## config.mk

```make
export PLATFORM = sky130hd
export DESIGN_NAME = freeclk_gen
export DESIGN_NICKNAME = d
export VERILOG_FILES = /design/src/rtl/freeclk_pkg.sv /design/src/rtl/freeclk_ctrl.sv /design/src/rtl/freeclk_div.sv /design/src/rtl/freeclk_gen.sv
export SDC_FILE = /design/constraint.sdc
export NUM_CORES = 1
export LEC_CHECK = 0
export BUFFER_PORTS_ARGS = -buffer_cell sky130_fd_sc_hd__buf_2
export CAP_MARGIN = 30
export CORE_MARGIN = 8
export CORE_UTILIZATION = 55
export CTS_BUF_LIST = sky130_fd_sc_hd__clkbuf_2
export DETAILED_ROUTE_END_ITERATION = 16
export HOLD_SLACK_MARGIN = 0.1
export PLACE_DENSITY_LB_ADDON = 0.3
export SETUP_SLACK_MARGIN = 0.1
export SLEW_MARGIN = 40
export SYNTH_ARGS = -nofsm -noshare
export SYNTH_HDL_FRONTEND = slang
export SYNTH_SLANG_ARGS = --single-unit
export TNS_END_PERCENT = 1
```

## constraint.sdc

```tcl
create_clock -name clk -period 9.8 [get_ports clk]
set_input_delay 1.96 -clock clk [delete_from_list [all_inputs] [get_ports clk]]
set_output_delay 1.96 -clock clk [all_outputs]
set_load 0.1 [all_outputs]
```

## src/rtl/freeclk_pkg.sv

```systemverilog
package freeclk_pkg;
  localparam int CTRL_W   = 8;
  localparam int DIS_BIT  = 7;
  localparam int RSV_BIT  = 6;
  localparam int PRE_BIT  = 5;
  localparam int DIV_W    = 5;
  localparam int PRE_DIV  = 16;
  localparam logic [CTRL_W-1:0] CTRL_RESET = 8'h80;
  localparam logic [CTRL_W-1:0] WR_MASK    = ~(CTRL_W'(1) << RSV_BIT);

  typedef struct packed {
    logic             run;
    logic             preOn;
    logic [DIV_W-1:0] divSel;
  } ctrlStb_t;
endpackage

```

## src/rtl/freeclk_ctrl.sv

```systemverilog
module freeclk_ctrl
  import freeclk_pkg::*;
#(
  parameter int                ADDR_W    = 8,
  parameter logic [ADDR_W-1:0] CTRL_ADDR = 8'h2A
) (
  input  logic              clk,
  input  logic              rstN,
  input  logic [ADDR_W-1:0] regAddr,
  input  logic              regWe,
  input  logic [CTRL_W-1:0] regWdata,
  output logic [CTRL_W-1:0] regRdata,
  output logic [CTRL_W-1:0] ctrlQ,
  output ctrlStb_t          stb
);
  logic hit;

  assign hit = (regAddr == CTRL_ADDR);

  always_ff @(posedge clk or negedge rstN) begin
    if (!rstN)            ctrlQ <= CTRL_RESET;
    else if (regWe && hit) ctrlQ <= regWdata & WR_MASK;
  end

  assign regRdata   = hit ? ctrlQ : '0;
  assign stb.run    = ~ctrlQ[DIS_BIT];
  assign stb.preOn  = ctrlQ[PRE_BIT];
  assign stb.divSel = ctrlQ[DIV_W-1:0];
endmodule

```

## src/rtl/freeclk_div.sv

```systemverilog
module freeclk_div
  import freeclk_pkg::*;
(
  input  logic     clk,
  input  logic     rstN,
  input  ctrlStb_t stb,
  output logic     clkOut
);
  localparam int PRE_W = $clog2(PRE_DIV);
  localparam logic [PRE_W-1:0] PRE_LAST = PRE_W'(PRE_DIV - 1);
  localparam logic [PRE_W-1:0] PRE_HALF = PRE_W'(PRE_DIV / 2);

  logic [DIV_W-1:0] cnt1, actDiv, nCnt1, nDiv;
  logic [PRE_W-1:0] cnt2, nCnt2;
  logic             actPre, nPre;
  logic             lastA, bound, nBypass, nOut;
  logic [DIV_W:0]   hiLen;
  logic             divOut, gateLow;

  always_comb begin
    lastA = (cnt1 == actDiv);
    bound = lastA && (!actPre || (cnt2 == PRE_LAST));
    if (bound) begin
      nDiv  = stb.divSel;
      nPre  = stb.preOn;
      nCnt1 = '0;
      nCnt2 = '0;
    end else begin
      nDiv  = actDiv;
      nPre  = actPre;
      nCnt1 = lastA ? '0 : cnt1 + 1'b1;
      nCnt2 = lastA ? cnt2 + 1'b1 : cnt2;
    end
    hiLen   = ({1'b0, nDiv} + (DIV_W+1)'(2)) >> 1;
    nBypass = (nDiv == '0) && !nPre;
    if (nBypass)   nOut = 1'b0;
    else if (nPre) nOut = (nCnt2 < PRE_HALF);
    else           nOut = ({1'b0, nCnt1} < hiLen);
  end

  // Parked state while disabled: last position of a period, so the next
  // enabled edge is a boundary that opens a full period.
  always_ff @(posedge clk or negedge rstN) begin
    if (!rstN) begin
      cnt1   <= '0;
      actDiv <= '0;
      cnt2   <= PRE_LAST;
      actPre <= 1'b0;
      divOut <= 1'b0;
    end else if (!stb.run) begin
      cnt1   <= stb.divSel;
      actDiv <= stb.divSel;
      cnt2   <= PRE_LAST;
      actPre <= stb.preOn;
      divOut <= 1'b0;
    end else begin
      cnt1   <= nCnt1;
      actDiv <= nDiv;
      cnt2   <= nCnt2;
      actPre <= nPre;
      divOut <= nOut;
    end
  end

  // Gate select changes only while clk is low; both mux inputs are low then.
  always_ff @(negedge clk or negedge rstN) begin
    if (!rstN) gateLow <= 1'b0;
    else       gateLow <= stb.run && nBypass;
  end

  assign clkOut = (clk & gateLow) | (divOut & ~gateLow);
endmodule

```

## src/rtl/freeclk_gen.sv

```systemverilog
module freeclk_gen
  import freeclk_pkg::*;
#(
  parameter int                ADDR_W    = 8,
  parameter logic [ADDR_W-1:0] CTRL_ADDR = 8'h2A
) (
  input  logic              clk,
  input  logic              rstN,
  input  logic [ADDR_W-1:0] regAddr,
  input  logic              regWe,
  input  logic [7:0]        regWdata,
  output logic [7:0]        regRdata,
  output logic              clkOut
);
  ctrlStb_t          stb;
  logic [CTRL_W-1:0] ctrlQ;

  freeclk_ctrl #(.ADDR_W(ADDR_W), .CTRL_ADDR(CTRL_ADDR)) i_ctrl (
    .clk(clk), .rstN(rstN), .regAddr(regAddr), .regWe(regWe),
    .regWdata(regWdata), .regRdata(regRdata), .ctrlQ(ctrlQ), .stb(stb)
  );

  freeclk_div i_div (
    .clk(clk), .rstN(rstN), .stb(stb), .clkOut(clkOut)
  );
endmodule

```

==> results.toml <==
[status]
status = "completed"

[die]
start_util_pct = 57.7
core_mm2 = 0.00276
die_h_um = 69.8
io_pins = 28
dieArea_mm2 = 0.00487
rows = 19
chipWidth_um = 69.8

[timing]
setup_viol = 0
hold_viol_final = 0
rsz0062_at_grt = "false"
worst_pin_slew_ns = 0.709
finClkSkew_ns = 0.0455
finalSetupTns_ns = 0
relSlewSlack_pct = 52.7
slew_violations = 0

[placed_design]
numPortBuffers = 25
gp_congestion = 0.853
hpwl_mm = 2.74
placed_area_mm2 = 0.00172

[routing]
drt_iter0_drc = 64
ant_nets = 0
finalWirelength_mm = 3.68
vias_per_cell = 6.01
wl_per_cell_um = 16.7
drt_first_pass_iters = 5
drc = 0
num_vias = 1329

[yosys]
ys_async_sr_fraction_pct = 100
synth_largest_area_cell = "dfrtp_1"
synth_ff_type = "dfrtp_1"
synth_edf_count = 0
synthesis.area_mm2 = 0.00159
synth_area_leaders = "dfrtp_1, mux2_2, dfstp_2"
synth.distinct_cells = 48
yosysSeqAreaShare_pct = 38.1
syn_nets = 190
syn-instance-count = 164
synthDominantCellAreaShare_pct = 28.3
synth.avg_cell_area_um2 = 9.70
yosys_warnings = 0
synth_seq_cells = 24

[worst_hold_path]
hold_class = "reg2reg"

[clock_network]
insertion_delay_ns = 0.45
cts-hold-fix-buffers = 0
ctsResizeCount = 0
cts_tree = "yes"
postCtsSetupBuffers = 0
clk_pin_slew_ns = 0.24

[worst_setup_path]
end_kind = "output port"
startpoint = "i_div.gateLow"
rr_endpoint = "i_div.gateLow"
critical_path_required_ns = 7.84
r2r-start = "i_div.cnt1[0]"
worstPathArrival_ns = 6.36
crit_fanout = 1
crit_end = "clkOut"
ff2ff_path_depth = 5
critPathKind = "reg2out"
cp_slowest_stage_delay_ns = 0.44
slowest_stage = "dfrtn_1"
crit_chain = "mux2_2 -> buf_2"
crit_path_start_kind = "flip-flop"
rrSetupSlack_ns = 2.64

[final_layout]
drive_above_1_share_pct = 29.1
final_common_cell = "buf_2"
nets = 216
final_cell_mix = "buf_2, nand2_1, dfrtp_1"
area_growth_pct = 10.4
final_area_mm2 = 0.00176

[power]
switchingPower_uw = 241
leakagePower_uw = 0.000854
p_int_uw = 256
switching_share_pct = 48.5
pwr-share-clk_pct = 15.8
comb_power_share_pct = 48.0
peakVddDrop_uv = 243
p_seq_share_pct = 36.3
power_density_mw_per_mm2 = 282

[grt]
track_usage_pct = 16.3
grt_pass1_vias = 1408
grt_start_max_net_pins = 25
antenna_found_initial = 0
overflow = 0
grt_first_pass_wirelength_mm = 6.49

[flow_run]
cap_violations = 0
-- worst min-delay path by stage --
stage                        startpoint  depth (start not counted)             to
after floorplan           i_div.cnt2[1]                          2  i_div.cnt2[1]
after global placement    i_div.cnt2[1]                          2  i_div.cnt2[1]
after detailed placement  i_div.cnt2[1]                          2  i_div.cnt2[1]
after CTS                 i_div.cnt2[1]                          2  i_div.cnt2[1]
after global routing      i_div.cnt2[1]                          2  i_div.cnt2[1]
final                     i_div.cnt2[1]                          2  i_div.cnt2[1]
-- stage by stage --
step	cells	hold WS [ns]	power, uW	setup slack (ns)	utilization, %
finish	221	0.547	496	1.48	63.7
global route	220	0.580	540	1.41	63.6
CTS	220	0.549	493	1.47	63.6
detailed placement	213	0.522	441	1.97	62.4
global placement	213	0.502	427	1.97	62.4
floorplan	164	0.488	386	2.02	-
-- state kept, by name (all words and copies together) (netlist names) --
name	cells
i_ctrl.ctrlQ	7
i_div.actDiv	5
i_div.cnt1	5
i_div.cnt2	4
i_div.actPre	1
i_div.divOut	1
i_div.gateLow	1
-- cell usage after synthesis (all sizes together), types with 2 or more instances --
library cell / instances
nand2: 21
mux2: 13
and2: 11
nand4: 3
dfrtp: 18
dfstp: 5
nand2b: 2
o311ai: 2
o21ai: 8
clkbuf: 3
xor2: 7
o31ai: 4
or4: 2
buf: 4
nor3: 3
ha: 7
nor4: 2
mux2i: 2
inv: 7
a21oi: 5
xnor2: 3
nand3: 6
a2111oi: 3
nor2: 9
-- critical path: cells and delay by family (launching register included) --
family	cells	cell delay (ns)
DFF	1	0.44
muxes	1	0.32
buffers and inverters	1	0.29
-- power groups by stage --
| stage | clock (uW) | sequential, uW | combinational (uW) |
|---|---|---|---|
| final | 78.2 | 180 | 238 |
| after global routing | 85.6 | 185 | 269 |
| after CTS | 78.8 | 178 | 236 |
| after detailed placement | 25.7 | 180 | 235 |
| after global placement | 25.7 | 178 | 223 |
| after floorplan | 23.8 | 164 | 198 |
-- final cells by class --
type | instances | area [um^2]
Fill cell | 222 | 1000
Multi-Input combinational cell | 126 | 923
Sequential cell | 24 | 607
Timing Repair Buffer | 24 | 120
Tap cell | 31 | 38.8
Clock buffer | 7 | 35.0
Inverter | 7 | 26.3
Clock inverter | 1 | 3.75
Antenna cell | 1 | 2.50
-- cell families after synthesis --
family	Yosys count	synth area share (%)
and+or+nand+nor	64	22.2
adders and majority gates	7	5.50
xor gates and xnor gates	10	5.50
muxes	15	10.7
AOI/OAI and AO/OA	29	13.8
buffers and inverters	14	3.85
DFF	24	38.1
other	1	0.236
-- metal layers --
metal,vias up,track usage (%),wire length [um]
met2,35,24.7,1760
met5,-,0,0
met4,0,7.14,72
met1,644,19.5,1640
met3,9,6.87,210
li1,641,-,-
(Power assumes the default switching activity.)
